--- src/rtl/egtx_pkg.sv ---
package egtx_pkg;
  localparam int DATA_W  = 128;
  localparam int DW_CNT  = 4;
  localparam int ENTRY_W = DATA_W + DW_CNT;

  localparam logic [7:0] START_MARK = 8'hFB;
  localparam logic [7:0] CTRL_OK    = 8'h02;
  localparam logic [7:0] CTRL_BAD   = 8'h12;

  typedef enum logic [2:0] {
    ST_ARB, ST_SOP, ST_HDR, ST_DFETCH, ST_DBYTE
  } tx_state_e;

  // odd parity over one dword: the stored bit makes the count of ones odd
  function automatic logic dword_par(logic [31:0] d);
    return ~^d;
  endfunction

  function automatic logic [4:0] hdr_bytes(logic [DATA_W-1:0] h);
    return h[125] ? 5'd16 : 5'd12;
  endfunction

  function automatic logic [9:0] pay_len(logic [DATA_W-1:0] h);
    return h[105:96];
  endfunction

  function automatic logic [8:0] pay_entries(logic [9:0] len);
    return {1'b0, len[9:2]} + {8'd0, |len[1:0]};
  endfunction

  function automatic logic [4:0] tail_bytes(logic [9:0] len);
    return {1'b0, len[1:0], 2'b00};
  endfunction

  // byte k of an entry, k = 0 is bits 127:120
  function automatic logic [7:0] pick_byte(logic [DATA_W-1:0] d, logic [3:0] k);
    logic [DATA_W-1:0] s;
    s = d >> {~k, 3'b000};
    return s[7:0];
  endfunction
endpackage

--- src/rtl/egtx_par_chk.sv ---
module egtx_par_chk
  import egtx_pkg::*;
(
  input  logic [ENTRY_W-1:0] entry,
  output logic               bad
);
  logic [DW_CNT-1:0] mis;
  for (genvar i = 0; i < DW_CNT; i++) begin : g_dw
    assign mis[i] = entry[DATA_W+i] != dword_par(entry[32*i +: 32]);
  end
  assign bad = |mis;
endmodule

--- src/rtl/egtx_ptr.sv ---
module egtx_ptr #(
  parameter int W = 5
) (
  input  logic       clk,
  input  logic       rst_n,
  input  logic       inc,
  output logic [W:0] bin,
  output logic [W:0] gray
);
  always_ff @(posedge clk) begin
    if (!rst_n)   bin <= '0;
    else if (inc) bin <= bin + (W+1)'(1);
  end
  assign gray = bin ^ (bin >> 1);
endmodule

--- src/rtl/egtx_builder.sv ---
module egtx_builder
  import egtx_pkg::*;
#(
  parameter int HI_W = 5,
  parameter int DI_W = 7
) (
  input  logic                clk,
  input  logic                rst_n,
  input  logic                drain_i,
  input  logic [HI_W:0]       req_hdr_wptr_g,
  input  logic [HI_W:0]       cpl_hdr_wptr_g,
  input  logic [DI_W:0]       req_dat_wcnt,
  input  logic [DI_W:0]       cpl_dat_wcnt,
  output logic [HI_W:0]       req_hdr_rptr_g,
  output logic [HI_W:0]       cpl_hdr_rptr_g,
  output logic [DI_W:0]       req_dat_rptr_g,
  output logic [DI_W:0]       cpl_dat_rptr_g,
  output logic [HI_W:0]       hbuf_addr,
  input  logic [ENTRY_W-1:0]  hbuf_rdata,
  output logic [DI_W:0]       dbuf_addr,
  input  logic [ENTRY_W-1:0]  dbuf_rdata,
  output logic                req_tx_valid,
  output logic                cpl_tx_valid,
  output logic [7:0]          tx_byte,
  output logic                tx_start,
  output logic                tx_last,
  output logic [7:0]          tx_ctrl,
  output logic                hdr_perr,
  output logic                dat_perr,
  output logic                drain_req
);
  tx_state_e          state;
  logic               turn_cpl, cur_cpl, perr_seen;
  logic [DATA_W-1:0]  hdr_q, ent_q;
  logic [3:0]         bcnt;
  logic [4:0]         blen;
  logic [8:0]         ents_left;

  logic [HI_W:0] rh_bin, ch_bin;
  logic [DI_W:0] rd_bin, cd_bin;
  logic          run, q_busy, hdr_bad, dat_bad, d_avail;
  logic          hdr_take, dat_take, dat_err;
  logic          last_hdr_byte, last_dat_byte, emit;
  logic [4:0]    hlen;
  logic [9:0]    cur_len;

  // read pointers, one instance per queue and buffer
  egtx_ptr #(.W(HI_W)) u_rh (.clk, .rst_n, .inc(hdr_take && !turn_cpl), .bin(rh_bin), .gray(req_hdr_rptr_g));
  egtx_ptr #(.W(HI_W)) u_ch (.clk, .rst_n, .inc(hdr_take &&  turn_cpl), .bin(ch_bin), .gray(cpl_hdr_rptr_g));
  egtx_ptr #(.W(DI_W)) u_rd (.clk, .rst_n, .inc(dat_take && !cur_cpl),  .bin(rd_bin), .gray(req_dat_rptr_g));
  egtx_ptr #(.W(DI_W)) u_cd (.clk, .rst_n, .inc(dat_take &&  cur_cpl),  .bin(cd_bin), .gray(cpl_dat_rptr_g));

  egtx_par_chk u_hpar (.entry(hbuf_rdata), .bad(hdr_bad));
  egtx_par_chk u_dpar (.entry(dbuf_rdata), .bad(dat_bad));

  assign run       = !drain_i;
  assign hbuf_addr = turn_cpl ? {1'b0, ch_bin[HI_W-1:0]} : {1'b1, rh_bin[HI_W-1:0]};
  assign q_busy    = turn_cpl ? (cpl_hdr_rptr_g != cpl_hdr_wptr_g)
                              : (req_hdr_rptr_g != req_hdr_wptr_g);
  assign hdr_take  = run && state == ST_ARB && q_busy;

  assign dbuf_addr = cur_cpl ? {1'b0, cd_bin[DI_W-1:0]} : {1'b1, rd_bin[DI_W-1:0]};
  assign d_avail   = cur_cpl ? (cd_bin != cpl_dat_wcnt) : (rd_bin != req_dat_wcnt);
  assign dat_take  = run && state == ST_DFETCH && d_avail;
  assign dat_err   = dat_take && dat_bad && !hdr_q[110];

  assign hdr_perr  = hdr_take && hdr_bad;
  assign dat_perr  = dat_err;
  assign drain_req = hdr_perr || dat_err;

  assign hlen    = hdr_bytes(hdr_q);
  assign cur_len = pay_len(hdr_q);

  assign last_hdr_byte = state == ST_HDR   && {1'b0, bcnt} == hlen - 5'd1 && ents_left == '0;
  assign last_dat_byte = state == ST_DBYTE && {1'b0, bcnt} == blen - 5'd1 && ents_left == '0;

  assign emit         = run && (state == ST_SOP || state == ST_HDR || state == ST_DBYTE);
  assign req_tx_valid = emit && !cur_cpl;
  assign cpl_tx_valid = emit &&  cur_cpl;
  assign tx_start     = run && state == ST_SOP;
  assign tx_last      = run && (last_hdr_byte || last_dat_byte);
  assign tx_ctrl      = tx_last ? (perr_seen ? CTRL_BAD : CTRL_OK) : 8'h00;

  always_comb begin
    unique case (state)
      ST_SOP:   tx_byte = START_MARK;
      ST_HDR:   tx_byte = pick_byte(hdr_q, bcnt);
      ST_DBYTE: tx_byte = pick_byte(ent_q, bcnt);
      default:  tx_byte = 8'h00;
    endcase
  end

  always_ff @(posedge clk) begin
    if (!rst_n) begin
      state     <= ST_ARB;
      turn_cpl  <= 1'b0;
      cur_cpl   <= 1'b0;
      perr_seen <= 1'b0;
      hdr_q     <= '0;
      ent_q     <= '0;
      bcnt      <= '0;
      blen      <= '0;
      ents_left <= '0;
    end else if (run) begin
      unique case (state)
        ST_ARB: begin
          turn_cpl <= !turn_cpl;
          if (q_busy && !hdr_bad) begin
            hdr_q     <= hbuf_rdata[DATA_W-1:0];
            cur_cpl   <= turn_cpl;
            perr_seen <= 1'b0;
            ents_left <= hbuf_rdata[126] ? pay_entries(pay_len(hbuf_rdata[DATA_W-1:0])) : '0;
            state     <= ST_SOP;
          end
        end
        ST_SOP: begin
          bcnt  <= '0;
          state <= ST_HDR;
        end
        ST_HDR: begin
          if ({1'b0, bcnt} == hlen - 5'd1) begin
            bcnt  <= '0;
            state <= (ents_left != '0) ? ST_DFETCH : ST_ARB;
          end else begin
            bcnt <= bcnt + 4'd1;
          end
        end
        ST_DFETCH: begin
          if (d_avail) begin
            ent_q     <= dbuf_rdata[DATA_W-1:0];
            blen      <= (ents_left == 9'd1 && cur_len[1:0] != 2'b00) ? tail_bytes(cur_len) : 5'd16;
            ents_left <= ents_left - 9'd1;
            perr_seen <= perr_seen || dat_err;
            bcnt      <= '0;
            state     <= ST_DBYTE;
          end
        end
        ST_DBYTE: begin
          if ({1'b0, bcnt} == blen - 5'd1) begin
            bcnt  <= '0;
            state <= (ents_left != '0) ? ST_DFETCH : ST_ARB;
          end else begin
            bcnt <= bcnt + 4'd1;
          end
        end
        default: state <= ST_ARB;
      endcase
    end
  end
endmodule

--- config.mk ---
export PLATFORM = sky130hd
export DESIGN_NAME = egtx_builder
export DESIGN_NICKNAME = d
export VERILOG_FILES = /design/src/rtl/egtx_pkg.sv /design/src/rtl/egtx_par_chk.sv /design/src/rtl/egtx_ptr.sv /design/src/rtl/egtx_builder.sv
export SDC_FILE = /design/constraint.sdc
export NUM_CORES = 1
export LEC_CHECK = 0
export BUFFER_PORTS_ARGS = -buffer_cell sky130_fd_sc_hd__buf_4
export CORE_MARGIN = 2
export CORE_UTILIZATION = 30
export DETAILED_ROUTE_END_ITERATION = 7
export GPL_TIMING_DRIVEN = 1
export HOLD_SLACK_MARGIN = 0.1
export PLACE_DENSITY = 0.56
export SLEW_MARGIN = 20
export SYNTH_ARGS = -nofsm -noshare
export SYNTH_HDL_FRONTEND = slang
export SYNTH_SLANG_ARGS = --single-unit
--- constraint.sdc ---
create_clock -name clk -period 11.2 [get_ports clk]
set_clock_uncertainty 0.1 [all_clocks]
set_input_delay 2.24 -clock clk [delete_from_list [all_inputs] [get_ports clk]]
set_output_delay 2.24 -clock clk [all_outputs]
set_load 0.01 [all_outputs]
## Word-level counts from Yosys, hierarchy flattened

Index checks and enable logic that the tools add are counted.
Widths: inputs -> output; s select.

- Word-level logic and storage cells: 134
- ROM bits: 0
- Latch bits: 0
- Memories kept: 0
- Input port bits: 295
- Register bits after elaboration: 308
- Output and inout port bits: 65
- Bits in writable memories: 0

- Muxes and demuxes: 26
- Multipliers: 0
- Reduce and logical (&&, ||, !) cells: 55
- Shifts and indexed selects: 2
- $lt $le $gt $ge: 0
- Bitwise operators: 6
- Div/mod/pow operators: 0
- Add/sub/neg operators: 9
- Equality and inequality tests: 23

Operators by type and width:

| kind | number |
|---|---|
| $reduce_xnor 32->1 | 8 |
| $shr 128x7->8 | 2 |
| $mux 9 | 3 |
| $pmux 8 s3 | 1 |
| $logic_and 1x1->1 | 22 |
| $mux 5 | 4 |
| $pmux 9 s2 | 1 |
| $add 8x1->8 const B | 2 |
| $ne 8x8->1 | 2 |
| $pmux 4 s4 | 1 |
| $xor 8x7->8 | 2 |
| $pmux 3 s5 | 1 |
| $add 6x1->6 const B | 2 |
| $mux 3 | 4 |
| $mux 4 | 3 |
| $ne 6x6->1 | 2 |
| $xor 6x5->6 | 2 |
| $eq 4x5->1 | 2 |
| $sub 5x1->5 const B | 2 |
| $add 8x1->9 | 1 |
| $eq 9x1->1 const B | 1 |
| $logic_not 9->1 | 1 |
| $reduce_and 3->1 | 3 |
| $reduce_bool 9->1 | 1 |
| 25 further kinds | 48 |

## Logic depth before layout (Yosys ltp)

Gate-level depths: netlist of the first run.

- Depth in word-level cells: 8
- Mapped depth: 13
- Gate-level depth less buffers: 12

## Cells and area by module

A second synthesis of the first run with hierarchy kept.

- Cell total of the unflattened synthesis: 1,825
- Area, all modules: 16,981.3 um2

By module, submodules not included:

| module | area each (um2) | instances | cells each | seq. area each (um2) |
|---|---|---|---|---|
| egtx_builder | 13,135.1 | 1 | 1,429 | 5,565.3 |
| egtx_par_chk | 1,147.4 | 2 | 125 | 0.0 |
| egtx_ptr (u_cd ...) | 429.2 | 2 | 40 | 160.2 |
| egtx_ptr (u_ch ...) | 346.6 | 2 | 33 | 120.1 |

## Worst setup path before layout of the first run

OpenSTA, ideal clock, no wires.

- Path kind: input -> output
- From: input hbuf_rdata[96]
- To: output drain_req
- Path buffers: 1
- Arrival: 4,401 ps
- Slack: 4,459 ps
- Stages on the path: 11
- Data required time: 8,860 ps
- Cells stage by stage: inv_1 ha_1 xnor2_1 xnor2_1 xnor2_1 xnor2_1 xnor2_1 nor4_4 clkbuf_1 nor3_1 or2_2

- Cells in the longest elaborated chain, start to end: 5

Ends and longest elaborated chain:

| element | RTL line | source |
|---|---|---|
| from (decl) | egtx_builder.sv:19 | `input logic [ENTRY_W-1:0] hbuf_rdata,` |
| $reduce_xnor 32->1 | egtx_pkg.sv:16 | `return ~^d;` |
| $ne 1x1->1 | egtx_par_chk.sv:9 | `assign mis[i] = entry[DATA_W+i] != dword_par(entry[32*i +: 32]);` |
| $reduce_or 4->1 | egtx_par_chk.sv:11 | `assign bad = \|mis;` |
| $logic_and 1x1->1 | egtx_builder.sv:67 | `assign hdr_perr = hdr_take && hdr_bad;` |
| named net hdr_perr | egtx_builder.sv:28 | `output logic hdr_perr,` |
| $logic_or 1x1->1 | egtx_builder.sv:69 | `assign drain_req = hdr_perr \|\| dat_err;` |
| to (decl) | egtx_builder.sv:30 | `output logic drain_req` |

The timed path passes the listed nets, and every way through them passes these cells.

## Final worst setup path of the first run

- From: input dbuf_rdata[38]
- To: output drain_req

- Cells in the longest elaborated chain, start to end: 6

Ends and longest elaborated chain:

| element | RTL line | source |
|---|---|---|
| from (decl) | egtx_builder.sv:21 | `input logic [ENTRY_W-1:0] dbuf_rdata,` |
| $reduce_xnor 32->1 | egtx_pkg.sv:16 |  |
| $ne 1x1->1 | egtx_par_chk.sv:9 |  |
| $reduce_or 4->1 | egtx_par_chk.sv:11 |  |
| $logic_and 1x1->1 (2 in a row) | egtx_builder.sv:65 | `assign dat_err = dat_take && dat_bad && !hdr_q[110];` |
| $logic_or 1x1->1 | egtx_builder.sv:69 |  |

No other way between the ends.

==> metrics, run 1 <==
status=completed; cts hold-fix bufs=0; Port Buffers=353; CP Class=input port to output pin; Synth Warn #=0; Slew Viols, Final=0; synthesized area per cell=9.05 um^2; Die X=245 um; Final Cell Area=0.0219 mm^2; gpl congestion=0.852; nets=2511; commonest register cell after synthesis=dfxtp_1; Hold Crit Class=flop to flop; detailed-router iteration count before antenna repair=5; Distinct cells, synth=55; measured slew at the worst slew-check pin=1020 ps; nature of the critical path endpoint=output pin; M3 GR Usage=4.95%; HPWL Detailed=43.8 mm; Iteration-0 DRC Markers=956; Seq/Total Area, Yosys=35.2%; # rows=88; antenna violations before repair=5; Slew headroom=31.7%; I/O Pins=360; pwr dens=180 mW/mm^2; Leakage=7.81 nW; Vias/cell=4.94; final worst slack=3820 ps; Hold Crit Depth=2; first-pass GRT wire length=89.5 mm; Die Area=0.0600 mm^2; Longest Clk Path Bufs=3; final WL=59.9 mm; met2 usage=31.8%; Layout area overhead=25.5%; clk_lat worst skew=550 ps; flops & latches, synth=306; placed insts=2911; fmax=135 MHz; Async SR Flop Fraction=0%; Max Cap Viol=0; synth cell count leaders=423 x nand2_1, 306 x dfxtp_1, 257 x xnor2_1, 244 x a21boi_0, 148 x nand3_1; post-CTS resize count=0; Final Util=37.9%; WL/cell=20.1 um; vias in the first global route=14.4k; GRT Resource Usage Total=19.6%; count leader, synth=nand2_1; clock sink total=306; antenna-violating nets left=0; gate count of the mapped netlist=1924; critical path data arrival time=5040 ps; grt ovf=0; DP Area=0.0206 mm^2; Final Hold Fails=0; worst-path maximum fanout=3; setup_tns=0 ps; RSZ-0062 raised after global routing=false; post-layout power=3.94 mW; Post-synth EDFFs=0; crit path from=dbuf_rdata[38]; most area-hungry cell type in the Yosys netlist=dfxtp_1; H-tree depth=2; layout cell share with drive strength beyond 1=24.1%; CTS buffer count=38; CTS tree=done; post-synth top area share=35.2%; hold slack=355 ps; Max IR drop VDD=0.122 mV; Via Count=14.7k; Worst Path Required=8860 ps; pin count of the biggest net entering global routing=131; synthesized area=0.0174 mm^2; die height=245 um; filler instances=5832; fin cells=2979; most crowded layer after global routing=met2; DRC=0; fin crit share=65.9%; Post-CTS Setup Bufs=0; initial cell density of the core=30.2%; post-route minimum period=7380 ps; Root Driver=clkbuf_16; reg-to-reg startpoint=u_ch.bin[4]$_SDFFE_PN0P_; endpoints failing setup=0; met1 GRT Util=25.3%; R2R depth=10; hold wc startpoint=hdr_q[19]$_SDFFE_PN0P_; clock slew at reported path FFs=50 ps; startpoint type of the worst setup path=input port; Core ar.=0.0576 mm^2; pre-CTS setup slack=3870 ps; synth top area cells=dfxtp_1 35%, xnor2_1 13%, a21boi_0 11%
-- logic make-up after synthesis --
logic type | Yosys count | share of synthesized area [%]
and+or+nand+nor | 681 | 17.1
other | 1 | 0.0215
xor gates and xnor gates | 314 | 16.0
buffers and inverters | 163 | 3.86
DFF | 306 | 35.2
muxes | 105 | 11.9
AOI/OAI and AO/OA | 323 | 13.7
adders and majority gates | 31 | 2.21
-- cells in the final DEF, fill, tap and decap left out, types with 26 or more instances in the layout --
cell type    n
a21boi_0   244
nand3_1    148
clkbuf_16   40
xor2_1      54
xnor2_1    257
ha_1        30
nand2_1    422
and2_1      26
mux4_2      80
dfxtp_1    305
buf_4      365
-- flip-flops by register name (all words and copies together) (netlist names), 3 cells and up --
signal and flops:
blen 3, u_cd.bin 8, bcnt 4, hdr_q 128
ents_left 9, u_rh.bin 6, u_rd.bin 8, u_ch.bin 6
ent_q 128, state 3
-- path summary, 6_finish.rpt --
path / slack, ps / end
max: 3820 / drain_req
min: 350 / hdr_q[19]$_SDFFE_PN0P_
max reg2reg: 7350 / hdr_q[34]$_SDFFE_PN0P_
min reg2reg: 350 / hdr_q[19]$_SDFFE_PN0P_
-- report_power, final --
part / switching, mW / leakage, nW / internal, mW
sequential: 0.0862 / 2.47 / 1.21
clock: 0.501 / 0.625 / 0.749
combinational: 0.868 / 4.72 / 0.528
-- area by class of cell --
type	count	area (um^2)	area share, %
clock inverters	13	125	0.573
multi-input cells	1460	10700	48.9
clock buffers	53	1130	5.17
inverters	13	48.8	0.223
well taps	765	957	4.38
repair buffers	367	2770	12.7
diodes	2	5.00	0.0229
flip-flops and latches	306	6130	28.0
-- layer usage --
layer | share of wire [%] | up-vias
li1 | - | 7085
met1 | 43 | 7088
met2 | 47 | 442
met3 | 7.8 | 87
met4 | 2.7 | 2
met5 | 0.022 | -
-- worst max-delay path: stages --
cell and delay (ps):
buf_4 120, xnor2_1 190, xnor2_1 100, xnor2_1 360, xnor2_1 140, xnor2_1 150, xnor2_1 450, nor4_1 160
nor3_1 770, or2_2 240, buf_4 110
(Power assumes the default switching activity.)
==> inputs of run 2 (changes only) <==
Settings changed: PLACE_DENSITY 0.56 to 0.58.
Clock period 11.2 ns to 6.08 ns, I/O delays scaled along.
==> metrics, run 2 (synthesized netlist as in run 1, its figures left out) <==
Critical path buffers and inverters=2 (unchanged); final worst slack=1110 ps (was 3820 ps); combinational share of power=36.0% (was 35.4%); first-pass GRT wire length=88.6 mm (was 89.5 mm); CTS tree=done (unchanged); Max stage delay on crit path=440 ps (was 770 ps); setup_tns=0 ps (unchanged); fmax=201 MHz; pre-CTS setup slack=989 ps (was 3870 ps); GRT Resource Usage Total=19.2% (was 19.6%); cts hold-fix bufs=0 (unchanged); detailed-router iteration count before antenna repair=5 (unchanged); Layout area overhead=25.5% (about the same); nets=2511 (unchanged); Final Util=38.0% (was 37.9%); vias in the first global route=14.5k (was 14.4k); biggest regs=ent_q (128), hdr_q (128), ents_left (9) (unchanged); Internal=4.52 mW (was 2.49 mW); RSZ-0062 raised after global routing=false (unchanged); Slew headroom=25.9% (was 31.7%); commonest non-fill, non-tap cells in the layout=422 x nand2_1, 361 x buf_4, 305 x dfxtp_1 (was 422 x nand2_1, 365 x buf_4, 305 x dfxtp_1); clock slew at reported path FFs=50 ps (about the same); R2R Setup Slk=2560 ps (was 7350 ps); pin count of the biggest net entering global routing=166 (was 131); WHS Endpoint=hdr_q[73]$_SDFFE_PN0P_ (was hdr_q[19]$_SDFFE_PN0P_); clock sink total=306 (unchanged); WL/cell=19.8 um (was 20.1 um); gpl congestion=0.901 (was 0.852); crit path from=hbuf_rdata[30] (was dbuf_rdata[38]); endpoints failing setup=0 (unchanged); Slew Viols, Final=0 (unchanged); commonest non-fill, non-tap cell in the layout=nand2_1 (unchanged); CP Class=input port to output pin (unchanged); proportion of power drawn by the clock network=30.6% (was 31.7%); post-CTS resize count=0 (unchanged); clk_lat worst skew=540 ps (was 550 ps); post-route minimum period=4970 ps; antenna violations before repair=3 (was 5); CTS buffer count=37 (was 38); layout cell share with drive strength beyond 1=24.0% (was 24.1%); Leakage=7.81 nW (about the same); critical path data arrival time=3650 ps (was 5040 ps); Max IR drop VDD=0.274 mV (was 0.122 mV); Worst Path Required=4760 ps (was 8860 ps); die height=245 um (unchanged); # rows=88 (unchanged); grt ovf=0 (unchanged); Die Area=0.0600 mm^2 (unchanged); nature of the critical path endpoint=output pin (unchanged); Flop pwr share=33.4% (was 32.8%); startpoint type of the worst setup path=input port (unchanged); Via Count=14.7k (about the same); antenna-violating nets left=0 (unchanged); measured slew at the worst slew-check pin=1110 ps (was 1020 ps); Core ar.=0.0576 mm^2 (unchanged); Crit path top cell by count=xnor2_1 (unchanged); reg-to-reg startpoint=state[1]$_SDFFE_PN0P_ (was u_ch.bin[4]$_SDFFE_PN0P_); I/O Pins=360 (unchanged); P_sw=2.62 mW (was 1.46 mW); Max Cap Viol=0 (unchanged); HPWL Detailed=43.1 mm (was 43.8 mm); Vias/cell=4.93 (was 4.94); Port Buffers=353 (unchanged); DRC=0 (unchanged); Sw Ratio=36.7% (was 36.9%); hold wc startpoint=hdr_q[73]$_SDFFE_PN0P_ (was hdr_q[19]$_SDFFE_PN0P_); Die X=245 um (unchanged); Final Hold Fails=0 (unchanged); post-layout power=7.15 mW (was 3.94 mW); status=completed (unchanged); delay-heaviest family, CP=XOR/XNOR gates (unchanged); CP cell instances=buf_4, xnor2_1, xnor2_1, xnor2_1, xnor3_1, xnor2_1, nor4_4, nor3_1, or2_2, buf_4 (was buf_4, xnor2_1, xnor2_1, xnor2_1, xnor2_1, xnor2_1, xnor2_1, nor4_1, nor3_1, or2_2, buf_4); Post-CTS Setup Bufs=0 (unchanged); fin crit share=81.7%; Hold Crit Depth=2 (unchanged); Root Driver=clkbuf_16 (unchanged); Iteration-0 DRC Markers=916 (was 956); worst r2r dst=u_rd.bin[7]$_SDFFE_PN0P_ (was hdr_q[34]$_SDFFE_PN0P_); Hold Crit Class=flop to flop (unchanged); pwr dens=327 mW/mm^2 (was 180 mW/mm^2); R2R depth=8 (was 10); H-tree depth=2 (unchanged); final WL=58.9 mm (was 59.9 mm); CP max-delay cell=xnor3_1 (was nor3_1); worst-path maximum fanout=2 (was 3); initial cell density of the core=30.2% (unchanged); Longest Clk Path Bufs=3 (unchanged)
## run 2: power by group through the flow
stage / registers [mW] / clock network (mW) / logic, mW
floorplan: 2.35 / 0 / 1.67
global placement: 2.41 / 0 / 2.56
detailed placement: 2.43 / 0 / 2.59
CTS: 2.38 / 2.25 / 2.61
global route: 2.41 / 2.33 / 2.79
finish: 2.39 / 2.19 / 2.57
## run 2: worst max-delay path by stage
stage	to	slack (ps)	cells after the start
after floorplan	drain_req	1390	11
after global placement	ents_left[0]$_SDFFE_PN0P_	1030	11
after detailed placement	ents_left[0]$_SDFFE_PN0P_	990	11
after CTS	drain_req	1100	12
after global routing	drain_req	1010	10
final	drain_req	1110	10
## run 2: metrics by stage
stage	instance area, um^2	hold slack (ps)	std cells
CTS	21800	355	2979
floorplan	17400	332	1929
global placement	20600	338	2912
detailed placement	20600	347	2912
global route	21800	371	2979
finish	21900	353	2982
## run 2: metal layers
| layer | GRT usage [%] | up-vias | wire (um) |
|---|---|---|---|
| met2 | 32.5 | 419 | 28300 |
| met3 | 4.25 | 66 | 3640 |
| li1 | - | 7086 | - |
| met5 | 0 | - | 25 |
| met4 | 4.57 | 4 | 1080 |
| met1 | 24.9 | 7116 | 25900 |
## run 2: cell type report
cell class              instances  area, um^2
diodes                          3        7.51
clock buffers                  58        1150
clock inverters                 9        51.3
fillers                      5779       35700
inverters                      13        48.8
multi-input cells            1460       10700
flip-flops and latches        306        6130
well taps                     765         957
repair buffers                368        2840
## run 2: worst register-to-register path, delay by kind of cell (launching register included)
family	cells	cell delay (ps)
buf+inv	1	260
xor+xnor	1	150
simple gates	6	2410
flops	1	500
==> inputs of run 3 (changes only) <==
Settings changed: ABC_AREA from default to 1, PLACE_DENSITY 0.58 to 0.57.
Clock period 6.08 ns to 4.1 ns, I/O delays scaled along.
==> metrics, run 3 <==
Root Driver=clkbuf_16 (unchanged); R2R Setup Slk=1260 ps (was 2560 ps); Die X=254 um (was 245 um); synthesized area=0.0188 mm^2 (was 0.0174 mm^2); H-tree depth=2 (unchanged); synth top area cells=dfxtp_1 33%, nand2_1 14%, a21oi_1 10% (was dfxtp_1 35%, xnor2_1 13%, a21boi_0 11%); startpoint type of the worst setup path=flop (was input port); Post-synth EDFFs=0 (unchanged); # rows=91 (was 88); gpl congestion=0.903 (was 0.901); clock sink total=306 (unchanged); synth cell count leaders=710 x nand2_1, 384 x a21oi_1, 333 x inv_1, 306 x dfxtp_1, 292 x o21ai_0 (was 423 x nand2_1, 306 x dfxtp_1, 257 x xnor2_1, 244 x a21boi_0, 148 x nand3_1); worst-path maximum fanout=22 (was 2); I/O Pins=360 (unchanged); Distinct cells, synth=46 (was 55); post-layout power=10.9 mW (was 7.15 mW); Hold Crit Class=flop to flop (unchanged); post-route minimum period=3970 ps; Die Area=0.0647 mm^2 (was 0.0600 mm^2); commonest non-fill, non-tap cells in the layout=709 x nand2_1, 391 x buf_4, 383 x a21oi_1 (was 422 x nand2_1, 361 x buf_4, 305 x dfxtp_1); most area-hungry cell type in the Yosys netlist=dfxtp_1 (unchanged); endpoints failing setup=0 (unchanged); first-pass GRT wire length=104 mm (was 88.6 mm); antenna-violating nets left=0 (unchanged); post-synth top area share=32.6% (was 35.2%); clock slew at reported path FFs=60 ps (was 50 ps); count leader, synth=nand2_1 (unchanged); Final Hold Fails=0 (unchanged); HPWL Detailed=55.9 mm (was 43.1 mm); biggest regs=ent_q (128), hdr_q (128), ents_left (9) (unchanged); Async SR Flop Fraction=0% (unchanged); delay-heaviest family, CP=compound AO/OA/AOI/OAI gates (was XOR/XNOR gates); commonest non-fill, non-tap cell in the layout=nand2_1 (unchanged); flops & latches, synth=306 (unchanged); filler instances=6645 (was 5779); grt ovf=0 (unchanged); WL/cell=17.7 um (was 19.8 um); layout cell share with drive strength beyond 1=15.5% (was 24.0%); nets=3476 (was 2511); antenna violations before repair=6 (was 3); critical path data arrival time=3050 ps (was 3650 ps); Port Buffers=353 (unchanged); CP max-delay cell=a21boi_2 (was xnor3_1); synthesized area per cell=6.53 um^2 (was 9.05 um^2); detailed-router iteration count before antenna repair=7 (was 5); Leakage=10.1 nW (was 7.81 nW); CTS buffer count=38 (was 37); die height=254 um (was 245 um); Slew Viols, Final=0 (unchanged); Seq/Total Area, Yosys=32.6% (was 35.2%); fmax=252 MHz; Critical path buffers and inverters=4 (was 2); Iteration-0 DRC Markers=1449 (was 916); clk_lat worst skew=560 ps (was 540 ps); DRC=0 (unchanged); GRT Resource Usage Total=21.0% (was 19.2%); pin count of the biggest net entering global routing=176 (was 166); Core ar.=0.0618 mm^2 (was 0.0576 mm^2); status=completed (unchanged); CP Class=flop to output pin (was input port to output pin); measured slew at the worst slew-check pin=871 ps (was 1110 ps); Max stage delay on crit path=340 ps (was 440 ps); Via Count=19.2k (was 14.7k); Max IR drop VDD=0.283 mV (was 0.274 mV); commonest register cell after synthesis=dfxtp_1 (unchanged); nature of the critical path endpoint=output pin (unchanged); gate count of the mapped netlist=2877 (was 1924); RSZ-0062 raised after global routing=true (was false); placed insts=3942 (was 2912); Layout area overhead=25.2% (was 25.5%); Max Cap Viol=0 (unchanged); final WL=71.3 mm (was 58.9 mm); Worst Path Required=3180 ps (was 4760 ps); Slew headroom=41.9% (was 25.9%); fin cells=4020 (was 2982); vias in the first global route=17.5k (was 14.5k); initial cell density of the core=30.4% (was 30.2%); Vias/cell=4.78 (was 4.93); CP cell instances=nor2_1, inv_1, nor2_4, buf_4, inv_6, o21ai_0, o21ai_0, o221ai_1, nand3_1, a21boi_2, buf_4 (was buf_4, xnor2_1, xnor2_1, xnor2_1, xnor3_1, xnor2_1, nor4_4, nor3_1, or2_2, buf_4); Longest Clk Path Bufs=3 (unchanged); CTS tree=done (unchanged); pwr dens=463 mW/mm^2 (was 327 mW/mm^2); fin crit share=96.9%; Synth Warn #=0 (unchanged)
run 3: changes by cell type after synthesis, sizes merged, moves of 42 or more:
| cell | before | now |
|---|---|---|
| mux4 | 80 | 0 |
| xnor2 | 257 | 119 |
| a21boi | 265 | 1 |
| a21oi | 7 | 384 |
| inv | 13 | 340 |
| nor2 | 20 | 95 |
| nand3 | 148 | 190 |
| o21ai | 15 | 336 |
| nand2 | 423 | 713 |
run 3: metrics by stage:
step	util [%]	hold slack [ps]	area [um^2]	TNS, ps	worst slack, ps
6_report	38.1	348	23500	0	128
5_1_grt	38.1	362	23500	-17.8	-6.81
4_1_cts	37.9	349	23400	0	47.7
3_5_place_dp	35.7	340	22100	0	249
3_3_place_gp	35.7	335	22100	0	251
2_1_floorplan	-	325	18800	0	501
run 3: layer usage:
layer  share of wire (%)  vias up  GRT usage, %  wire [um]
met5               0.083        -             0         59
met4                 3.6        8          7.98       2580
met3                 6.1      123          3.69       4370
met2                  48      572          35.8      34000
met1                  42     8644          26.4      30300
li1                    -     9877             -          -
run 3: power by group:
| part | internal (mW) | switching (mW) | leakage (nW) |
|---|---|---|---|
| registers | 3.18 | 0.130 | 2.47 |
| clock network | 2.20 | 1.40 | 0.656 |
| logic | 1.38 | 2.61 | 6.93 |
| total | 6.76 | 4.14 | 10.1 |
run 3: worst min-delay path, cell delays in order, from the launching register on:
cell,delay [ps]
dfxtp_1,300
inv_1,50
a21oi_1,50
run 3: layout make-up:
class | count | area, um^2 | area share [%]
multi-input cells | 2059 | 10600 | 44.9
inverters | 343 | 1300 | 5.53
repair buffers | 400 | 3110 | 13.2
repair inverters | 3 | 28.8 | 0.122
flip-flops and latches | 306 | 6130 | 26.0
well taps | 837 | 1050 | 4.45
clock inverters | 17 | 249 | 1.06
diodes | 2 | 5.00 | 0.0213
clock buffers | 53 | 1100 | 4.66
run 3: cell families after synthesis:
family                     synth area share (%)
adders and majority gates                  2.00
AOI/OAI and AO/OA                          21.5
DFF                                        32.6
and+or+nand+nor                            22.8
other                                    0.0200
buffers and inverters                      11.5
xor gates and xnor gates                   9.55
run 3: final timing paths:
| kind | from | to | cells past startpoint |
|---|---|---|---|
| worst min-delay path | hdr_q[127]$_SDFFE_PN0P_ | hdr_q[127]$_SDFFE_PN0P_ | 2 |
| worst max register to register | u_ch.bin[0]$_SDFFE_PN0P_ | hdr_q[47]$_SDFFE_PN0P_ | 9 |
| worst min register to register | hdr_q[127]$_SDFFE_PN0P_ | hdr_q[127]$_SDFFE_PN0P_ | 2 |
| worst max-delay path | state[1]$_SDFFE_PN0P_ | tx_byte[2] | 11 |
run 3: timing repair:
action / in CTS / in global routing
gates resized for setup: 3 / 13
buffers inserted: 0 / 3
setup endpoints to repair: 7 / 7
gates cloned: 0 / 3
pin swaps: 0 / 2
hold buffers: 0 / 0
